### config.mk
export PLATFORM = sky130hd
export DESIGN_NAME = flash_cmd_if
export DESIGN_NICKNAME = d
export VERILOG_FILES = /design/src/rtl/flash_ci_pkg.sv /design/src/rtl/flash_bus_decode.sv /design/src/rtl/flash_cmd_fsm.sv /design/src/rtl/flash_array.sv /design/src/rtl/flash_cmd_if.sv
export SDC_FILE = /design/constraint.sdc
export NUM_CORES = 1
export LEC_CHECK = 0
export ABC_AREA = 1
export BUFFER_PORTS_ARGS = -buffer_cell sky130_fd_sc_hd__buf_4
export CORE_MARGIN = 5
export CORE_UTILIZATION = 50
export CTS_BUF_LIST = sky130_fd_sc_hd__clkbuf_8
export DETAILED_ROUTE_END_ITERATION = 6
export GPL_ROUTABILITY_DRIVEN = 0
export PLACE_DENSITY = 0.68
export SYNTH_ARGS = -nofsm -noshare
export SYNTH_HDL_FRONTEND = slang
export SYNTH_SLANG_ARGS = --single-unit
### constraint.sdc
create_clock -name clk -period 1.8 [get_ports clk]
set_input_delay 0.36 -clock clk [delete_from_list [all_inputs] [get_ports clk]]
set_output_delay 0.36 -clock clk [all_outputs]
set_load 0.02 [all_outputs]
### src/rtl/flash_ci_pkg.sv
package flash_ci_pkg;

    localparam int DATA_W = 8;
    typedef logic [DATA_W-1:0] byte_t;

    localparam byte_t CMD_RD_ARRAY = 8'hFF;
    localparam byte_t CMD_RD_ID    = 8'h90;
    localparam byte_t CMD_RD_STAT  = 8'h70;
    localparam byte_t CMD_CLR_STAT = 8'h50;
    localparam byte_t CMD_PROG     = 8'h40;
    localparam byte_t CMD_ERASE    = 8'h20;
    localparam byte_t CMD_CONFIRM  = 8'hD0;

    localparam byte_t ID_MAKER  = 8'h89;
    localparam byte_t ID_DEVICE = 8'hA2;
    localparam byte_t ERASED    = 8'hFF;

    typedef enum logic [1:0] {RM_ARRAY, RM_IDENT, RM_STATUS} rd_mode_e;

    typedef enum logic [2:0] {
        BUS_PWRDN, BUS_LOCKED, BUS_STANDBY, BUS_OUTDIS, BUS_READ, BUS_WRITE
    } bus_op_e;

    typedef enum logic [1:0] {SEQ_IDLE, SEQ_PROG, SEQ_ERASE} seq_e;

    typedef enum logic [1:0] {OP_NONE, OP_PROG, OP_ERASE} op_e;

    typedef struct packed {
        logic erase_err;
        logic write_err;
        logic permit_err;
    } stat_err_t;

    function automatic byte_t status_byte(input logic rdy, input stat_err_t e);
        return {rdy, 1'b0, e.erase_err, e.write_err, e.permit_err, 3'b000};
    endfunction

    function automatic byte_t ident_byte(input logic sel);
        return sel ? ID_DEVICE : ID_MAKER;
    endfunction

endpackage

### src/rtl/flash_bus_decode.sv
module flash_bus_decode
    import flash_ci_pkg::*;
(
    input  logic    pwd_n,
    input  logic    supply_ok,
    input  logic    ce_n,
    input  logic    oe_n,
    input  logic    we_n,
    output bus_op_e bus_op
);

    // Priority: powerdown, then lockout, then chip select, then direction.
    always_comb begin
        if (!pwd_n)                 bus_op = BUS_PWRDN;
        else if (!supply_ok)        bus_op = BUS_LOCKED;
        else if (ce_n)              bus_op = BUS_STANDBY;
        else if (!oe_n && we_n)     bus_op = BUS_READ;
        else if (oe_n && !we_n)     bus_op = BUS_WRITE;
        else                        bus_op = BUS_OUTDIS;
    end

endmodule

### src/rtl/flash_cmd_fsm.sv
module flash_cmd_fsm
    import flash_ci_pkg::*;
#(
    parameter int ADDR_W      = 6,
    parameter int BUSY_CYCLES = 4
) (
    input  logic              clk,
    input  logic              rst,
    input  bus_op_e           bus_op,
    input  logic [ADDR_W-1:0] addr,
    input  byte_t             din,
    input  logic              permit,
    output rd_mode_e          rd_mode,
    output logic              busy,
    output stat_err_t         err,
    output logic              commit_wr,
    output logic              commit_er,
    output logic [ADDR_W-1:0] op_addr,
    output byte_t             op_data
);

    localparam int CNT_W = (BUSY_CYCLES > 1) ? $clog2(BUSY_CYCLES) : 1;
    localparam logic [CNT_W-1:0] CNT_LOAD = CNT_W'(BUSY_CYCLES - 1);

    rd_mode_e          mode_q;
    seq_e              seq_q;
    op_e               op_q;
    logic              busy_q;
    logic [CNT_W-1:0]  cnt_q;
    stat_err_t         err_q;
    logic [ADDR_W-1:0] addr_q;
    byte_t             data_q;

    always_ff @(posedge clk) begin
        if (rst || bus_op == BUS_PWRDN) begin
            mode_q <= RM_ARRAY;
            seq_q  <= SEQ_IDLE;
            op_q   <= OP_NONE;
            busy_q <= 1'b0;
            cnt_q  <= '0;
            err_q  <= '0;
            addr_q <= '0;
            data_q <= '0;
        end else if (busy_q) begin
            // Algorithm timer; command writes are not looked at here.
            if (cnt_q == '0) begin
                busy_q <= 1'b0;
                op_q   <= OP_NONE;
            end else begin
                cnt_q <= cnt_q - 1'b1;
            end
        end else if (bus_op == BUS_WRITE) begin
            unique case (seq_q)
                SEQ_PROG: begin
                    seq_q  <= SEQ_IDLE;
                    mode_q <= RM_STATUS;
                    if (permit) begin
                        busy_q <= 1'b1;
                        cnt_q  <= CNT_LOAD;
                        op_q   <= OP_PROG;
                        addr_q <= addr;
                        data_q <= din;
                    end else begin
                        err_q.permit_err <= 1'b1;
                        err_q.write_err  <= 1'b1;
                    end
                end
                SEQ_ERASE: begin
                    seq_q  <= SEQ_IDLE;
                    mode_q <= RM_STATUS;
                    if (din != CMD_CONFIRM) begin
                        err_q.erase_err <= 1'b1;
                        err_q.write_err <= 1'b1;
                    end else if (permit) begin
                        busy_q <= 1'b1;
                        cnt_q  <= CNT_LOAD;
                        op_q   <= OP_ERASE;
                        addr_q <= addr;
                    end else begin
                        err_q.permit_err <= 1'b1;
                        err_q.erase_err  <= 1'b1;
                    end
                end
                default: begin
                    case (din)
                        CMD_RD_ARRAY: mode_q <= RM_ARRAY;
                        CMD_RD_ID:    mode_q <= RM_IDENT;
                        CMD_RD_STAT:  mode_q <= RM_STATUS;
                        CMD_CLR_STAT: err_q  <= '0;
                        CMD_PROG: begin
                            seq_q  <= SEQ_PROG;
                            mode_q <= RM_STATUS;
                        end
                        CMD_ERASE: begin
                            seq_q  <= SEQ_ERASE;
                            mode_q <= RM_STATUS;
                        end
                        default: ;
                    endcase
                end
            endcase
        end
    end

    logic finishing;
    assign finishing = busy_q && (cnt_q == '0) && (bus_op != BUS_PWRDN);
    assign commit_wr = finishing && (op_q == OP_PROG);
    assign commit_er = finishing && (op_q == OP_ERASE);
    assign rd_mode   = mode_q;
    assign busy      = busy_q;
    assign err       = err_q;
    assign op_addr   = addr_q;
    assign op_data   = data_q;

    a_r4_pwrdn_resets: assert property (@(posedge clk) disable iff (rst)
        (bus_op == BUS_PWRDN) |=> (mode_q == RM_ARRAY && !busy_q && err_q == '0));

    a_r12_busy_holds_mode: assert property (@(posedge clk) disable iff (rst)
        (busy_q && bus_op != BUS_PWRDN) |=> (mode_q == $past(mode_q)));

    a_r8_busy_keeps_running: assert property (@(posedge clk) disable iff (rst)
        (busy_q && cnt_q != '0 && bus_op != BUS_PWRDN) |=> busy_q);

    a_r11_no_start_without_permit: assert property (@(posedge clk) disable iff (rst)
        (!busy_q && bus_op == BUS_WRITE && seq_q != SEQ_IDLE && !permit) |=> !busy_q);

    a_r10_abort_flags: assert property (@(posedge clk) disable iff (rst)
        (!busy_q && bus_op == BUS_WRITE && seq_q == SEQ_ERASE && din != CMD_CONFIRM)
        |=> (!busy_q && err_q.erase_err && err_q.write_err));

endmodule

### src/rtl/flash_array.sv
module flash_array
    import flash_ci_pkg::*;
#(
    parameter int ADDR_W = 6,
    parameter int BLK_W  = 4
) (
    input  logic              clk,
    input  logic              rst,
    input  logic [ADDR_W-1:0] rd_addr,
    output byte_t             rd_data,
    input  logic              wr_en,
    input  logic              er_en,
    input  logic [ADDR_W-1:0] op_addr,
    input  byte_t             wr_data
);

    localparam int DEPTH = 1 << ADDR_W;

    byte_t cells [DEPTH];

    for (genvar i = 0; i < DEPTH; i++) begin : g_cell
        localparam logic [ADDR_W-1:0] CELL_A = ADDR_W'(i);
        byte_t cell_q;
        logic  in_block;
        assign in_block = (op_addr >> BLK_W) == (CELL_A >> BLK_W);
        always_ff @(posedge clk) begin
            if (rst)                            cell_q <= ERASED;
            else if (er_en && in_block)         cell_q <= ERASED;
            else if (wr_en && op_addr == CELL_A) cell_q <= wr_data;
        end
        assign cells[i] = cell_q;
    end

    assign rd_data = cells[rd_addr];

    a_r9_single_commit: assert property (@(posedge clk) disable iff (rst)
        !(wr_en && er_en));

endmodule

### src/rtl/flash_cmd_if.sv
module flash_cmd_if
    import flash_ci_pkg::*;
#(
    parameter int ADDR_W      = 6,
    parameter int BLK_W       = 4,
    parameter int BUSY_CYCLES = 4
) (
    input  logic              clk,
    input  logic              rst,
    input  logic              pwd_n,
    input  logic              ce_n,
    input  logic              oe_n,
    input  logic              we_n,
    input  logic [ADDR_W-1:0] addr,
    input  logic [7:0]        din,
    input  logic              write_permit,
    input  logic              supply_ok,
    output logic [7:0]        dout,
    output logic              dq_oe,
    output logic              ready
);

    bus_op_e           bus_op;
    rd_mode_e          rd_mode;
    logic              busy;
    stat_err_t         err;
    logic              commit_wr;
    logic              commit_er;
    logic [ADDR_W-1:0] op_addr;
    byte_t             op_data;
    byte_t             arr_rd;

    flash_bus_decode u_decode (
        .pwd_n     (pwd_n),
        .supply_ok (supply_ok),
        .ce_n      (ce_n),
        .oe_n      (oe_n),
        .we_n      (we_n),
        .bus_op    (bus_op)
    );

    flash_cmd_fsm #(.ADDR_W(ADDR_W), .BUSY_CYCLES(BUSY_CYCLES)) u_fsm (
        .clk       (clk),
        .rst       (rst),
        .bus_op    (bus_op),
        .addr      (addr),
        .din       (din),
        .permit    (write_permit),
        .rd_mode   (rd_mode),
        .busy      (busy),
        .err       (err),
        .commit_wr (commit_wr),
        .commit_er (commit_er),
        .op_addr   (op_addr),
        .op_data   (op_data)
    );

    flash_array #(.ADDR_W(ADDR_W), .BLK_W(BLK_W)) u_array (
        .clk     (clk),
        .rst     (rst),
        .rd_addr (addr),
        .rd_data (arr_rd),
        .wr_en   (commit_wr),
        .er_en   (commit_er),
        .op_addr (op_addr),
        .wr_data (op_data)
    );

    always_comb begin
        dout = '0;
        if (bus_op == BUS_READ) begin
            unique case (rd_mode)
                RM_ARRAY: dout = arr_rd;
                RM_IDENT: dout = ident_byte(addr[0]);
                default:  dout = status_byte(!busy, err);
            endcase
        end
    end

    assign dq_oe = (bus_op == BUS_READ);
    assign ready = !busy || !pwd_n;

    a_r3_standby_floats: assert property (@(posedge clk) disable iff (rst)
        ce_n |-> (!dq_oe && dout == '0));

    a_r4_pwrdn_ready: assert property (@(posedge clk) disable iff (rst)
        !pwd_n |-> (ready && !dq_oe));

    a_r13_lockout_floats: assert property (@(posedge clk) disable iff (rst)
        !supply_ok |-> !dq_oe);

endmodule

== Word-level counts from Yosys, hierarchy flattened ==
Cells that the tools add are included.

* Word-level logic and storage cells: 322
* Flip-flop bits (word level): 538
* Bits of input ports: 22

* Add/subtract/negate cells: 1
* Equal/unequal tests: 90
* Magnitude comparators: 1
* Reductions and logical operators: 108
* Muxes and demuxes: 45
* Bitwise logic cells: 3

{| class="wikitable"
|+ Operators by type and width
! cell !! count
|-
| equality test 6 bit (second input constant) || 32
|-
| equality test 6 x 5 -> 1 bit (second input constant) || 16
|-
| logical AND 1 bit || 74
|-
| binary-select mux 8 bit (select 6 bit) || 1
|-
| equality test 6 x 4 -> 1 bit (second input constant) || 8
|-
| two-way mux 2 bit || 14
|-
| equality test 6 x 3 -> 1 bit (second input constant) || 4
|-
| equality test 8 x 7 -> 1 bit (second input constant) || 3
|-
| two-way mux 8 bit || 3
|-
| two-way mux 3 bit || 6
|-
| two-way mux 6 bit || 3
|-
| equality test 8 bit (second input constant) || 2
|-
| one-hot mux 2 bit (2 select lines) || 4
|-
| one-hot mux 8 bit (2 select lines) || 1
|-
| equality test 6 x 2 -> 1 bit (second input constant) || 2
|-
| logical NOT 6 bit || 2
|-
| != test 3 x 2 -> 1 bit (second input constant) || 4
|-
| one-hot mux 6 bit (2 select lines) || 1
|-
| AND reduction 4 bit || 3
|-
| AND reduction 6 bit || 2
|-
| nonzero test 3 bit || 4
|-
| != test 2 bit (second input constant) || 5
|-
| AND reduction 5 bit || 2
|-
| OR reduction 2 bit || 5
|-
| other kinds (22) || 47
|}

== Depth between registers and ports, before layout ==
* Word-level depth: 12
* Gate-level depth with buffers: 14

== By module ==
From an unflattened synthesis, not the netlist that was laid out.

* Cells, all modules: 3352
* Area, all modules: 25185.4 um^2

{| class="wikitable"
|+ By module, submodules not included
! module !! seq. area each (um^2) !! area each (um^2) !! instances !! cells each
|-
| flash_array || 10249.8 || 23507.5 || 1 || 3095
|-
| flash_cmd_fsm || 520.5 || 1482.7 || 1 || 213
|-
| flash_cmd_if || 0.0 || 143.9 || 1 || 33
|-
| flash_bus_decode || 0.0 || 51.3 || 1 || 11
|}

== Least setup slack after synthesis ==
Ideal clock, no wire load.

* Path kind: input-to-output
* Start point: input oe_n
* End point: output dout[2]
* Required time: 1.440 ns
* Stages on the path: 7
* Arrival: 1.806 ns
* Setup slack: -0.366 ns
* Cells stage by stage: inv_1 -> ha_1 -> nor2_1 -> nand3_1 -> nor2_1 -> nand2_1 -> a21oi_1

* Longest elaborated chain between the ends: 8
* Elaborated cells between the ends (all ways): 10

{| class="wikitable"
|+ RTL lines
! item !! line !! text
|-
| start, declared || flash_cmd_if.sv:12 || <nowiki>input logic oe_n,</nowiki>
|-
| logical AND 1 bit / logical NOT 1 bit (equally long branches) || flash_bus_decode.sv:18, flash_bus_decode.sv:17 ||
|-
| two-way mux 3 bit / logical AND 1 bit (equally long branches) || flash_bus_decode.sv:18, flash_bus_decode.sv:17 ||
|-
| two-way mux 3 bit * || flash_bus_decode.sv:17 || <nowiki>else if (!oe_n && we_n) bus_op = BUS_READ;</nowiki>
|-
| two-way mux 3 bit * || flash_bus_decode.sv:16 || <nowiki>else if (ce_n) bus_op = BUS_STANDBY;</nowiki>
|-
| two-way mux 3 bit * || flash_bus_decode.sv:15 || <nowiki>else if (!supply_ok) bus_op = BUS_LOCKED;</nowiki>
|-
| two-way mux 3 bit * || flash_bus_decode.sv:14 || <nowiki>if (!pwd_n) bus_op = BUS_PWRDN;</nowiki>
|-
| equality test 3 bit * || - ||
|-
| net dq_oe || flash_cmd_if.sv:19 || <nowiki>output logic dq_oe,</nowiki>
|-
| two-way mux 8 bit * || flash_cmd_if.sv:71 || <nowiki>if (bus_op == BUS_READ) begin</nowiki>
|-
| end, declared || flash_cmd_if.sv:18 || <nowiki>output logic [7:0] dout,</nowiki>
|}

Mark *: on every way through the listed nets, which the timed path passes. The rest lies on a longest branch.

== Worst setup path in the final report ==
* Start point: register u_array.g_cell[51].cell_q[5]
* End point: output dout[5]

* Longest elaborated chain between the ends: 5

{| class="wikitable"
|+ RTL lines
! item !! line !! text
|-
| start, declared || flash_array.sv:23 || <nowiki>byte_t cell_q;</nowiki>
|-
| start signal, assigned || flash_array.sv:29 || <nowiki>else if (wr_en && op_addr == CELL_A) cell_q <= wr_data;</nowiki>
|-
| binary-select mux 8 bit (select 6 bit) || flash_array.sv:34 || <nowiki>assign rd_data = cells[rd_addr];</nowiki>
|-
| two-way mux 8 bit (implied by the code) (2 in series) || flash_array.sv:34 ||
|-
| one-hot mux 8 bit (2 select lines) || flash_cmd_if.sv:72 || <nowiki>unique case (rd_mode)</nowiki>
|-
| two-way mux 8 bit || flash_cmd_if.sv:71 ||
|}

Every way passes these cells. The select of a mux whose other input is x is not followed.

==> impl_metrics.py <==
metrics = {
    "global_route": {
        "grt_use_total_pct": 28.8,
        "grt_max_degree": 67,
        "grt_first_pass_wirelength_mm": 125,
        "grt_pass1_vias": 23089,
        "antenna_found_initial": 0,
        "grt.overflow.total": 0,
    },
    "min_path": {
        "hold_class": "in2reg",
        "hold_depth": 4,
    },
    "flow_run": {
        "cap_violations": 0,
    },
    "power": {
        "leakagePower_uw": 0.0162,
        "total_power_uw": 25300,
        "peakVddDrop_v": 0.000632,
        "power_density_nw_per_um2": 782,
    },
    "yosys": {
        "synth_edf_count": 0,
        "synthFlopType": "dfxtp_1",
        "syn_nets": 3269,
        "ys_async_sr_fraction_pct": 0,
        "yosysWarnings": 0,
        "ys_ff_latch": 538,
        "syn_area_um2": 24100,
        "avgSynthCellArea_um2": 7.44,
        "synth_cells": 3243,
        "synth_seq_area_share_pct": 44.7,
        "ys_types": 31,
    },
    "sta": {
        "rsz0062_at_grt": "yes",
        "min_period_ns": 2.59,
        "timing.final.crit_share_pct": 144,
        "final_hold_viol_count": 0,
        "worst-slew-pin-transition_ns": 0.584,
        "finalMaxSlewViolations": 0,
        "setup_slack_ns": -0.790,
        "fmax_mhz": 386,
        "setup_viol": 208,
        "skew_ns": 0.0304,
        "hold_ws_ns": 0.0421,
        "relSlewSlack_pct": 61.1,
    },
    "detailed_routing": {
        "drt_iter0_drc": 3229,
        "avgViaCountPerCell": 6.26,
        "vias": 25465,
        "routed_wl_mm": 87.6,
        "drcViolationCount": 0,
        "firstDrtPassIters": 7,
        "antenna_left": 0,
        "wl_per_cell_um": 21.5,
    },
    "setup_path": {
        "critPathLaunchType": "register",
        "critPathRequiredTime_ns": 1.44,
        "critPathArrivalTime_ns": 2.23,
        "end_kind": "primary output",
        "path_max_fanout": 2,
        "rr_worst_depth": 14,
        "crit_type": "reg2out",
    },
    "placement": {
        "portBuffers": 31,
        "hpwl_mm": 47.8,
    },
    "final_layout": {
        "area_delta_synth_final_pct": 34.1,
        "mostFrequentLayoutCells": "879 x nand2_1, 516 x o211ai_1, 415 x dfxtp_1",
        "diodes": 0,
        "fillers": 3593,
        "drive_gt1_share_pct": 31.7,
        "final_common_cell": "nand2_1",
        "nets": 3415,
    },
    "clock_network": {
        "clk_latency_ns": 0.69,
        "cts.clk_slew.worst_paths_ns": 0.06,
        "h-tree-depth": 3,
        "clockRootBuffer": "clkbuf_8",
        "clockBufferDepth": 3,
        "cts_sinks": 538,
        "cts_buffers": 88,
        "cts_tree": "yes",
    },
    "run_status": {
        "outcome": "finished, violations left",
        "violations": "negative setup slack",
    },
    "floorplan": {
        "std_cell_rows": 80,
        "fp.dieW_um": 230,
        "die_area_um2": 52700,
        "io_pins": 32,
        "die_h_um": 230,
        "start_util_pct": 50.5,
        "core_area_um2": 47700,
    },
}
path summary, 6_finish.rpt:
check | startpoint | end | slack, ns
worst max register to register | u_fsm.cnt_q[1] | u_array.g_cell[38].cell_q[0] | -0.25
worst max-delay path | u_array.g_cell[51].cell_q[5] | dout[5] | -0.79
worst min register to register | u_fsm.err[0] | u_fsm.err[0] | 0.46
worst min-delay path | din[1] | u_fsm.op_data[1] | 0.04
state kept, by name, indices dropped and copies added (netlist names):
signal	count
u_array.g_cell.cell_q	512
u_fsm.busy	1
u_fsm.cnt_q	2
u_fsm.err	3
u_fsm.op_addr	6
u_fsm.op_data	8
u_fsm.op_q	2
u_fsm.rd_mode	2
u_fsm.seq_q	2
repair_timing:
| action | 4_1_cts | 5_1_grt |
|---|---|---|
| gates cloned | 16 | 30 |
| endpoints found under the hold margin | 4 | 0 |
| endpoints found under the setup margin | 505 | 485 |
| hold buffers | 4 | 0 |
| resized for setup | 333 | 511 |
| pin swaps | 70 | 86 |
| setup buffers | 14 | 34 |
metal layers:
metal	GRT usage (%)	part of all wire (%)	vias to the layer above
met3	4.47	9.7	289
met4	12.0	4.5	0
met1	39.2	40	12146
li1	-	-	11440
met2	45.9	46	1590
met5	0	0	-
report_power, final:
part	internal (uW)	switching [uW]
registers	11900	0.0247
clock network	5980	5090
logic	856	1460
total	18700	6550
cells in the mapped netlist, types with 16 or more instances:
cell	n	share of area (%)
o21ai_0	49	1.0
nand2_2	21	0.54
buf_2	117	2.4
o31ai_1	16	0.50
dfxtp_1	538	45
nor2_1	87	1.4
nand2_1	1157	18
buf_6	29	1.4
a21oi_1	73	1.5
nand3_1	371	7.7
clkbuf_1	123	1.9
o211ai_1	516	16
buf_1	18	0.28
inv_2	17	0.26
inv_1	73	1.1
cell type report:
class,instances,area [um^2],area share [%]
Sequential cell,538,10900,33.8
Timing Repair Buffer,339,4460,13.8
Inverter,91,459,1.42
Tap cell,615,769,2.38
Timing Repair inverter,3,26.3,0.0812
Clock buffer,122,1680,5.19
Clock inverter,32,143,0.441
Multi-Input combinational cell,2328,13900,42.9
cells by family (layout without fill, tap and decap cells):
logic type | count (synthesis) | after routing | synth area share (%)
fa+ha+maj | 4 | 4 | 0.208
flops | 538 | 538 | 44.7
compound gates | 662 | 662 | 19.3
simple gates | 1658 | 1662 | 28.3
buf+inv | 381 | 587 | 7.49
stage by stage:
stage	setup slack (ns)	instance area (um^2)	utilization (%)	instances	setup TNS (ns)
floorplan	-0.117	24500	-	3243	-0.767
global placement	-0.661	26500	55.4	3828	-25.29
detailed placement	-0.693	26500	55.4	3828	-44.89
CTS	-0.702	29900	62.6	4009	-12.78
global route	-0.814	32400	67.8	4068	-54.44
finish	-0.790	32400	67.8	4068	-30.69
critical path, stage by stage, from the launching register on:
cell	delay, ns
dfxtp_2	0.33
nand2_1	0.06
nand3_1	0.09
nand3_2	0.09
nand2_2	0.06
nand2_2	0.06
nand2_1	0.07
o211ai_1	0.38
nand2_4	0.12
nand2_2	0.10
nand2_2	0.07
buf_6	0.13
Note: power is estimated with default switching activity, not from simulation.
